==> src/rtl/pbus_par_pkg.sv <==
package pbus_par_pkg;

    typedef enum logic {
        TRK_IDLE = 1'b0,
        TRK_DATA = 1'b1
    } trk_state_e;

    // Per-clock classification of the bus by the tracker
    typedef struct packed {
        logic addr;   // address phase this clock
        logic qual;   // clock is covered by parity
        logic own;    // this block drives the resulting parity
    } phase_evt_t;

    // Registered parity slot presented one clock after a covered phase
    typedef struct packed {
        logic par;
        logic oe;
        logic chk;
    } par_slot_t;

    function automatic logic data_owned(input logic master, input logic wr);
        return master ? wr : !wr;
    endfunction

endpackage

==> src/rtl/pbus_phase_track.sv <==
module pbus_phase_track
    import pbus_par_pkg::*;
(
    input  logic       clk,
    input  logic       rst,
    input  logic       frame_i,
    input  logic       irdy_i,
    input  logic       trdy_i,
    input  logic       wr_i,
    input  logic       master_i,
    output phase_evt_t evt_o
);

    trk_state_e state_q;
    logic       wr_q;
    logic       master_q;
    logic       last_done;

    assign last_done = (state_q == TRK_DATA) && irdy_i && trdy_i && !frame_i;

    always_comb begin
        evt_o = '0;
        if (state_q == TRK_IDLE) begin
            evt_o.addr = frame_i;
            evt_o.qual = frame_i;
            evt_o.own  = master_i;
        end else begin
            evt_o.qual = wr_q ? irdy_i : trdy_i;
            evt_o.own  = data_owned(master_q, wr_q);
        end
    end

    always_ff @(posedge clk) begin
        if (rst) begin
            state_q  <= TRK_IDLE;
            wr_q     <= 1'b0;
            master_q <= 1'b0;
        end else begin
            case (state_q)
                TRK_IDLE: if (frame_i) begin
                    state_q  <= TRK_DATA;
                    wr_q     <= wr_i;
                    master_q <= master_i;
                end
                TRK_DATA: if (last_done) state_q <= TRK_IDLE;
                default:  state_q <= TRK_IDLE;
            endcase
        end
    end

endmodule

==> src/rtl/pbus_par_calc.sv <==
module pbus_par_calc
    import pbus_par_pkg::*;
#(
    parameter int AD_W   = 32,
    parameter int BE_W   = 4,
    parameter int LANE_W = 8
) (
    input  logic            clk,
    input  logic            rst,
    input  logic [AD_W-1:0] ad_i,
    input  logic [BE_W-1:0] cbe_i,
    input  phase_evt_t      evt_i,
    output par_slot_t       slot_o
);

    localparam int NUM_LANES = AD_W / LANE_W;

    logic [NUM_LANES-1:0] lane_par;
    logic                 par_next;

    for (genvar g = 0; g < NUM_LANES; g++) begin : g_lane
        assign lane_par[g] = ^ad_i[g*LANE_W +: LANE_W];
    end

    assign par_next = (^lane_par) ^ (^cbe_i);

    always_ff @(posedge clk) begin
        if (rst) begin
            slot_o <= '0;
        end else if (evt_i.qual) begin
            slot_o.par <= par_next;
            slot_o.oe  <= evt_i.own;
            slot_o.chk <= !evt_i.own;
        end else begin
            slot_o.oe  <= 1'b0;
            slot_o.chk <= 1'b0;
        end
    end

endmodule

==> src/rtl/pbus_par_check.sv <==
module pbus_par_check (
    input  logic clk,
    input  logic rst,
    input  logic chk_i,
    input  logic exp_i,
    input  logic rx_i,
    output logic err_o
);

    always_ff @(posedge clk) begin
        if (rst) err_o <= 1'b0;
        else     err_o <= chk_i && (rx_i != exp_i);
    end

    AST_ERR_AFTER_CHECK: assert property (@(posedge clk) disable iff (rst)
        err_o |-> $past(chk_i));

endmodule

==> src/rtl/pbus_parity_unit.sv <==
module pbus_parity_unit
    import pbus_par_pkg::*;
#(
    parameter int AD_W   = 32,
    parameter int BE_W   = 4,
    parameter int LANE_W = 8
) (
    input  logic            clk,
    input  logic            rst,
    input  logic [AD_W-1:0] ad_i,
    input  logic [BE_W-1:0] cbe_i,
    input  logic            frame_i,
    input  logic            irdy_i,
    input  logic            trdy_i,
    input  logic            wr_i,
    input  logic            master_i,
    input  logic            par_i,
    output logic            par_o,
    output logic            par_oe_o,
    output logic            par_err_o
);

    phase_evt_t evt;
    par_slot_t  slot;

    pbus_phase_track i_track (
        .clk      (clk),
        .rst      (rst),
        .frame_i  (frame_i),
        .irdy_i   (irdy_i),
        .trdy_i   (trdy_i),
        .wr_i     (wr_i),
        .master_i (master_i),
        .evt_o    (evt)
    );

    pbus_par_calc #(
        .AD_W   (AD_W),
        .BE_W   (BE_W),
        .LANE_W (LANE_W)
    ) i_calc (
        .clk    (clk),
        .rst    (rst),
        .ad_i   (ad_i),
        .cbe_i  (cbe_i),
        .evt_i  (evt),
        .slot_o (slot)
    );

    pbus_par_check i_check (
        .clk   (clk),
        .rst   (rst),
        .chk_i (slot.chk),
        .exp_i (slot.par),
        .rx_i  (par_i),
        .err_o (par_err_o)
    );

    assign par_o    = slot.par;
    assign par_oe_o = slot.oe;

    AST_PAR_EVEN: assert property (@(posedge clk) disable iff (rst)
        par_oe_o |-> !(^{$past(ad_i), $past(cbe_i), par_o}));

    AST_PAR_HOLD: assert property (@(posedge clk) disable iff (rst)
        !$past(evt.qual) |-> $stable(par_o));

    AST_MASTER_ADDR_DRIVE: assert property (@(posedge clk) disable iff (rst)
        $past(evt.addr && master_i) |-> par_oe_o);

    AST_SLAVE_ADDR_QUIET: assert property (@(posedge clk) disable iff (rst)
        $past(evt.addr && !master_i) |-> !par_oe_o);

    AST_OE_AFTER_QUAL: assert property (@(posedge clk) disable iff (rst)
        par_oe_o |-> $past(evt.qual));

endmodule

==> config.mk <==
export PLATFORM = sky130hd
export DESIGN_NAME = pbus_parity_unit
export DESIGN_NICKNAME = d
export VERILOG_FILES = /design/src/rtl/pbus_par_pkg.sv /design/src/rtl/pbus_phase_track.sv /design/src/rtl/pbus_par_calc.sv /design/src/rtl/pbus_par_check.sv /design/src/rtl/pbus_parity_unit.sv
export SDC_FILE = /design/constraint.sdc
export NUM_CORES = 1
export LEC_CHECK = 0
export ABC_AREA = 1
export BUFFER_PORTS_ARGS = -buffer_cell sky130_fd_sc_hd__buf_2
export CAP_MARGIN = 25
export CORE_ASPECT_RATIO = 1.2
export CORE_MARGIN = 2
export CORE_UTILIZATION = 42
export DETAILED_ROUTE_END_ITERATION = 10
export GPL_TIMING_DRIVEN = 0
export PLACE_DENSITY_LB_ADDON = 0.3
export SYNTH_ARGS = -nofsm -noshare
export SYNTH_HDL_FRONTEND = slang
export SYNTH_SLANG_ARGS = --single-unit
==> constraint.sdc <==
create_clock -name clk -period 1.2 [get_ports clk]
set_clock_uncertainty 0.2 [all_clocks]
set_input_delay 0.12 -clock clk [delete_from_list [all_inputs] [get_ports clk]]
set_output_delay 0.12 -clock clk [all_outputs]
set_load 0.1 [all_outputs]
Yosys cells after proc, flatten, opt, wreduce, memory -nomap -nowiden --
Cells that the tools add are included.
Cells by class: multipliers 0, mux-type cells 6, div/mod/pow operators 0, shift-type cells 0, order comparisons 0, equal/unequal tests 1, bitwise logic cells 3, add/sub/neg operators 0, reduce and logical (&&, ||, !) cells 15
Operator list (count):
- 8-bit XOR reduction | 4
- 4-bit XOR reduction | 2
- 1-bit logical AND | 4
- 1-bit two-way mux | 4
- 1-bit zero test | 3
- 2-bit two-way mux | 1
- 1-bit inverter | 2
- 1-bit case mux with 2 select lines | 1
- 2-bit AND reduction | 1
- 2-bit OR reduction | 1
- 1-bit != test | 1
- 1-bit bitwise XOR | 1
Word-level totals: memory bits (read-only) 0, register bits 7, input bits 44, latch bits 0, bits in writable memories 0, logic and storage cells 32, memories 0

Depth between registers and ports, before layout --
Gate-level depths: netlist of the first run.
word-level depth 5, depth in mapped cells 15, depth with buffers taken out 15

Cells and area by module --
A second synthesis of the first run with hierarchy kept.
Second synthesis, totals: cells, all modules 210, area total of the unflattened synthesis 1042.2 sq um
By module, submodules not included:
- pbus_par_calc | area each 808.3 sq um, instances 1, seq. area each 60.1 sq um, cells each 170
- pbus_phase_track | area each 193.9 sq um, instances 1, seq. area each 60.1 sq um, cells each 34
- pbus_par_check | area each 40.0 sq um, instances 1, seq. area each 20.0 sq um, cells each 6

Least setup slack after synthesis of the first run --
OpenSTA, ideal clock, no wires.
path type register to register, start point register, netlist name i_calc.slot_o[2], end point register i_calc.slot_o[2] (netlist bit), path buffers 0, stages on the path, launching flop included 5, required time 0.944 ns, period minus slack after synthesis 1.568 ns, arrival 1.312 ns, setup time 0.056 ns, path slack -0.368 ns, cells stage by stage dfxtp_1 o21ai_0 inv_1 nand2_1 inv_1
RTL lines:
- end: declaration | line pbus_par_calc.sv:13 | output par_slot_t slot_o

Worst setup path in the final report of the first run --
start point input port ad_i[6], end point register i_calc.slot_o[2] (netlist bit)
Between the ends: word-level cells in the longest chain between the ends 3
Ends and longest elaborated chain:
- start: declaration | line pbus_parity_unit.sv:10 | input logic [AD_W-1:0] ad_i,
- 8-bit XOR reduction | line pbus_par_calc.sv:22 | assign lane_par[g] = ^ad_i[g*LANE_W +: LANE_W];
- 4-bit XOR reduction | line pbus_par_calc.sv:25 | assign par_next = (^lane_par) ^ (^cbe_i);
- 1-bit bitwise XOR | line pbus_par_calc.sv:25
No other way between the ends. A chain may end at the register's enable or synchronous reset.

==> metrics.md, run 1 <==
| Metric | Value |
|---|---|
| Status | `finished, final reports clean` |
| Warnings from Yosys | `0` |
| Slowest-stage cell, CP | `buf_2` |
| CP Max Fanout | `3` |
| Reg2Reg Depth | `7` |
| Port Buffers | `46` |
| Area Overhead vs Synth | `61.5%` |
| Bufs and invs on worst path | `3` |
| Critical Path End Type | `flip-flop` |
| Flop pwr share | `0.222` |
| # DRC | `0` |
| Top-level I/O count | `47` |
| RePlAce Congestion | `about 0.74` |
| Hold Vio Cnt, Final | `0` |
| Antenna violations before repair | `0` |
| Clock Power Share | `0.181` |
| Mapped Cells | `195` |
| # H-tree levels | `1` |
| Worst hold path startpoint | `frame_i` |
| Core Util, Final | `0.714` |
| Fraction of layout cells with a size suffix above 1 | `0.468` |
| Antenna-violating nets left | `0` |
| Peak supply drop | `about 0.57 mV` |
| Die area | `2810 sq um` |
| Commonest cells after routing, fill and taps aside | `nand2_1 (83), buf_2 (37), nand2_2 (28)` |
| Most used cell, CP | `nand2_1` |
| Worst EP arrival | `1.14 ns` |
| Logic pwr share | `0.597` |
| Final #Nets | `297` |
| First-pass GRT wire length | `3.46 mm` |
| Hold Crit Depth | `5` |
| R2R Path End | `i_calc.slot_o[2]` |
| Clk sinks | `7` |
| Slew Viols, Final | `0` |
| Final min period | `1.18 ns` |
| Worst path top cell family by delay | `simple AND/OR/NAND/NOR gates` |
| Cell count along the critical path | `15` |
| CTS tree | `done` |
| Crit path kind | `input pin to flip-flop` |
| Synth Register Bits | `7` |
| Worst hold-check path type | `input pin to flip-flop` |
| Clk Tree Root Cell | `clkbuf_4` |
| Routed WL | `between 2 and 3 mm` |
| Post-route setup slack | `0.0194 ns` |
| Die Ht | `57.7 um` |
| Total global routing track utilization | `0.154` |
| Leading cell type in the layout, fill and taps excluded | `nand2_1` |
| Maximum clock path buffer count | `2` |
| Min-Delay Endpoint | `i_track.master_q` |
| Initial Utilization | `0.442` |
| Internal Power | `682 uW` |
| Vias/cell | `roughly 4.5` |
| Crit path required time | `about 1.2 ns` |
| Clock Latency Late Sink | `0.25 ns` |
| Clk slew on worst S/H paths | `0.06 ns` |
| Post-CTS Setup Bufs | `0` |
| Net load switching power | `542 uW` |
| Rel. slew slack | `0.822` |
| Core Rows | `19` |
| Sum of negative setup slack | `0 ns` |
| Pwr Density | `752 nW/um^2` |
| # diodes | `0` |
| Part of the cycle the worst path needs | `0.984` |
| Post-Place Worst Slack | `-0.224 ns` |
| Cts bufs inserted | `3` |
| Setup crit start kind | `input pin` |
| Synth Cell Area | `1010 sq um` |
| Final setup violation count | `0` |
| Placeable Area | `between 2000 and 2500 sq um` |
| Max-Cap Viols | `0` |
| Switching share of power | `0.443` |
| Die X | `48.7 um` |
| Worst slew pin tran | `roughly 0.27 ns` |
| Sequential area share after synthesis | `0.139` |
| Routed wire per std cell | `8.94 um` |
| Post-detail-place hpwl | `between 1.5 and 2 mm` |
| Fmax | `between 800 and 900 MHz` |
| Worst R2R Setup Slack | `0.04 ns` |
| Critical path cell sequence | `buf_2, inv_1, nand2_1, nand2_2, nand2_1, nand2_2, nand3_2, nand2_2, nand2_1, nand3_2, nand2_1, nand2_1, nand3_2, nand2_1, inv_1` |
| Worst reg2reg startpoint | `i_track.wr_q` |
| Post-Syn Area per Cell | `between 5 and 6 sq um` |
| Number of global-route vias before repair | `1003` |
| Max incr delay on CP | `0.11 ns` |
| Vias | `1279` |
| Grt ovf | `0` |
| Post-synth net total | `239` |
| Iter 0 DRT Violations | `19` |
| RSZ-0062 raised after global routing | `yes` |
| 1st-pass router iterations | `4` |
| Leak | `0.000934 uW` |
| Distinct cells, synth | `14` |
| # placed instances | `roughly 270` |
| Non-Filler Instances | `283` |
| Largest net degree at the start of global routing | `6` |
-- layer usage --
| layer | global-route usage | wire (um) | vias to the layer above | share of wire |
|---|---|---|---|---|
| li1 | - | - | 692 | - |
| met1 | 0.154 | 965 | 554 | 0.38 |
| met2 | 0.307 | 1430 | 29 | 0.57 |
| met3 | 0.0155 | 88 | 4 | 0.035 |
| met4 | 0.0857 | 45 | 0 | 0.018 |
| met5 | 0 | 0 | - | 0 |
-- timing repair --
action,CTS,global route
endpoints found under the setup margin,6,3
resized for setup,9,60
hold buffers,7,0
endpoints found under the hold margin,6,0
pin swaps,0,34
-- cells in the mapped netlist --
library cell	number	area (sq um)
nor2_1	5	18.8
nand3_2	2	20.0
nand2_1	102	383
o211ai_1	1	7.51
nand2_2	11	68.8
a21oi_1	4	20.0
inv_2	5	18.8
o21ai_0	6	30.0
xor2_1	7	61.3
xnor2_1	12	105
inv_1	25	93.8
dfxtp_1	7	140
nor2_2	1	6.26
nand3_1	7	35.0
-- cell families (layout without fill, tap and decap cells) --
family	after synthesis	after routing	synth area share
simple gates	128	128	0.527
buf+inv	30	87	0.112
xor+xnor	19	19	0.165
compound gates	11	11	0.0571
flops	7	7	0.139
-- metrics by stage --
| stage | total power, uW | cell area (sq um) | hold WS (ns) |
|---|---|---|---|
| 2_1_floorplan | 688 | 1010 | -0.0109 |
| 3_3_place_gp | 830 | 1280 | 0.0940 |
| 3_5_place_dp | 836 | 1280 | 0.0971 |
| 4_1_cts | 1090 | 1400 | 0.0877 |
| 5_1_grt | 1330 | 1630 | 0.0532 |
| 6_report | 1220 | 1630 | 0.0489 |
-- cell type report --
type	instances	area, sq um
clock buffers	3	22.5
clock inverters	1	5.00
fillers	189	653
inverters	30	115
multi-input cells	158	957
flip-flops and latches	7	149
well taps	31	38.8
repair buffers	53	342
-- state kept, by name (all words and copies together), names as in the netlist --
| register | count |
|---|---|
| i_track.wr_q | 1 |
| i_track.master_q | 1 |
| i_track.state_q | 1 |
| i_calc.slot_o | 3 |
| i_check.err_o | 1 |
-- worst max path at each step --
stage / from / to / slack, ns
floorplan: ad_i[8] / i_calc.slot_o[2] / -0.02
global placement: ad_i[1] / i_calc.slot_o[2] / -0.22
detailed placement: ad_i[8] / i_calc.slot_o[2] / -0.22
CTS: i_track.state_q / i_calc.slot_o[2] / 0.001
global route: ad_i[23] / i_calc.slot_o[2] / -0.08
finish: ad_i[6] / i_calc.slot_o[2] / 0.02
-- worst min-delay path: stages --
cell and delay, ns:
buf_2 0.09, inv_1 0.06, nor2_1 0.05, inv_2 0.08, a21oi_1 0.07
-- power by group through the flow --
stage | clock (uW) | sequential (uW) | combinational (uW)
final | 221 | 272 | 731
after floorplan | 0 | 335 | 352
after global placement | 0 | 271 | 560
after CTS | 228 | 269 | 597
after detailed placement | 0 | 271 | 565
after global routing | 247 | 273 | 805
(Power assumes the default switching activity.)
==> inputs of run 2 (changes only) <==
--- a/config.mk
+++ b/config.mk
@@ -13,7 +13,7 @@
 export CORE_UTILIZATION = 42
 export DETAILED_ROUTE_END_ITERATION = 10
 export GPL_TIMING_DRIVEN = 0
-export PLACE_DENSITY_LB_ADDON = 0.3
+export PLACE_DENSITY_LB_ADDON = 0.2
 export SYNTH_ARGS = -nofsm -noshare
 export SYNTH_HDL_FRONTEND = slang
 export SYNTH_SLANG_ARGS = --single-unit
==> metrics.md, run 2 (same netlist as run 1, synthesis figures left out) <==
| Metric | Value |
|---|---|
| Final min period | `1.18 ns` |
| Pwr Density | `755 nW/um^2` |
| Post-route setup slack | `0.0169 ns` |
| Post-detail-place hpwl | `1.65 mm` |
| Met3 wire length | `90 um` |
| Hold Vio Cnt, Final | `0` |
| Leak | `0.000889 uW` |
| Post-Place Worst Slack | `-0.228 ns` |
| # diodes | `0` |
| Status | `finished, final reports clean` |
| Fraction of layout cells with a size suffix above 1 | `0.361` |
| Leading cell type in the layout, fill and taps excluded | `nand2_1` |
| Wire length on met1 | `approximately 880 um` |
| 1st-pass router iterations | `4` |
| Register cell area after layout | `151 sq um` |
| Clk sinks | `7` |
| RSZ-0062 raised after global routing | `yes` |
| Placeable Area | `2280 sq um` |
| Iter 0 DRT Violations | `11` |
| # H-tree levels | `1` |
| Post-layout instance area | `1460 sq um` |
| Fmax | `845 MHz` |
| CP Max Fanout | `2` |
| # placed instances | `272` |
| Crit path required time | `about 1.2 ns` |
| Max-Cap Viols | `0` |
| Core Rows | `19` |
| Area of the multi-input gates | `~820 sq um` |
| Critical path startpoint | `ad_i[0]` |
| RePlAce Congestion | `0.721` |
| Crit path kind | `input pin to flip-flop` |
| First-pass GRT wire length | `3.28 mm` |
| Clk Tree Root Cell | `clkbuf_4` |
| Non-Filler Instances | `283` |
| Vias/cell | `around 4.3` |
| Antenna-violating nets left | `0` |
| Worst R2R Setup Slack | `0.03 ns` |
| Routed WL | `around 2.1 mm` |
| Vias | `1217` |
| Setup crit start kind | `input pin` |
| Post-CTS Setup Bufs | `0` |
| Final setup violation count | `0` |
| Top-level I/O count | `47` |
| Clock Latency Late Sink | `0.25 ns` |
| Met2 routed WL | `about 1.1 mm` |
| Total global routing track utilization | `0.142` |
| Maximum clock path buffer count | `2` |
| R2R Path End | `i_calc.slot_o[2]` |
| Fill cell count | `243` |
| Grt ovf | `0` |
| Hold Crit Depth | `5` |
| Worst hold path startpoint | `frame_i` |
| Worst hold-check path type | `input pin to flip-flop` |
| Initial Utilization | `0.442` |
| Reg2Reg Depth | `7` |
| Rel. slew slack | `0.815` |
| Clk slew on worst S/H paths | `0.05 ns` |
| CTS tree | `done` |
| Die area | `2810 sq um` |
| Die X | `48.7 um` |
| Slew Viols, Final | `0` |
| Worst slew pin tran | `0.279 ns` |
| Critical Path End Type | `flip-flop` |
| Routed wire per std cell | `about 7.3 um` |
| Die Ht | `57.7 um` |
| Min-Delay Endpoint | `i_track.wr_q` |
| Max reg flops | `3` |
| Port Buffers | `46` |
| Power consumption | `1100 uW` |
| Number of global-route vias before repair | `~950` |
| Final #Nets | `297` |
| Commonest cells after routing, fill and taps aside | `nand2_1 (97), buf_2 (43), inv_1 (20)` |
| Largest net degree at the start of global routing | `6` |
| Top routing layer in use | `met3` |
| Worst EP arrival | `1.13 ns` |
| Placed cell area | `1280 sq um` |
| Cts bufs inserted | `3` |
| Part of the cycle the worst path needs | `0.986` |
| Worst reg2reg startpoint | `i_track.wr_q` |
| Biggest register | `i_calc.slot_o` |
| Antenna violations before repair | `0` |
| Peak supply drop | `0.478 mV` |
| # DRC | `0` |
| Core Util, Final | `0.640` |
| Area Overhead vs Synth | `44.9%` |
## run 2: layer usage
| metal | track usage | vias up |
|---|---|---|
| li1 | - | 695 |
| met1 | 0.154 | 491 |
| met2 | 0.276 | 31 |
| met3 | 0.0155 | 0 |
| met4 | 0.0612 | 0 |
| met5 | 0 | - |
## run 2: layout make-up
| class | count | area share |
|---|---|---|
| repair buffers | 53 | 0.213 |
| flip-flops and latches | 7 | 0.104 |
| clock buffers | 4 | 0.0180 |
| well taps | 31 | 0.0265 |
| multi-input cells | 158 | 0.562 |
| inverters | 30 | 0.0771 |
## run 2: critical path: stages
cell and delay [ns]:
buf_2 0.14, xnor2_2 0.20, nand2_1 0.10, nand2_1 0.07
nand2_1 0.05, nand2_2 0.07, nand2_1 0.06, nand3_2 0.07
nand2_1 0.05, nand2_1 0.05, nand3_1 0.06, nand2_1 0.06
inv_1 0.03
## run 2: repair_timing
item,CTS,global route
pin swaps,0,11
endpoints found under the setup margin,6,3
hold buffers,7,0
endpoints found under the hold margin,6,0
resized for setup,8,21
## run 2: where the power goes
part	internal, uW	leakage (uW)	switching [uW]
clock network	127	0.0000150	83.9
logic	259	0.000814	363
registers	255	0.0000601	15.5
## run 2: stage by stage
| step | TNS (ns) | hold slack, ns |
|---|---|---|
| final | 0 | 0.0574 |
| after global routing | -0.0806 | 0.0746 |
| after CTS | 0 | 0.0692 |
| after detailed placement | -0.292 | 0.0963 |
| after global placement | -0.299 | 0.0965 |
| after floorplan | -0.0160 | -0.0109 |
## run 2: worst max path at each step
stage	slack [ns]	end
after detailed placement	-0.23	i_calc.slot_o[2]
after global placement	-0.23	i_calc.slot_o[2]
after CTS	0.002	i_calc.slot_o[2]
final	0.02	i_calc.slot_o[2]
after floorplan	-0.02	i_calc.slot_o[2]
after global routing	-0.08	i_calc.slot_o[2]
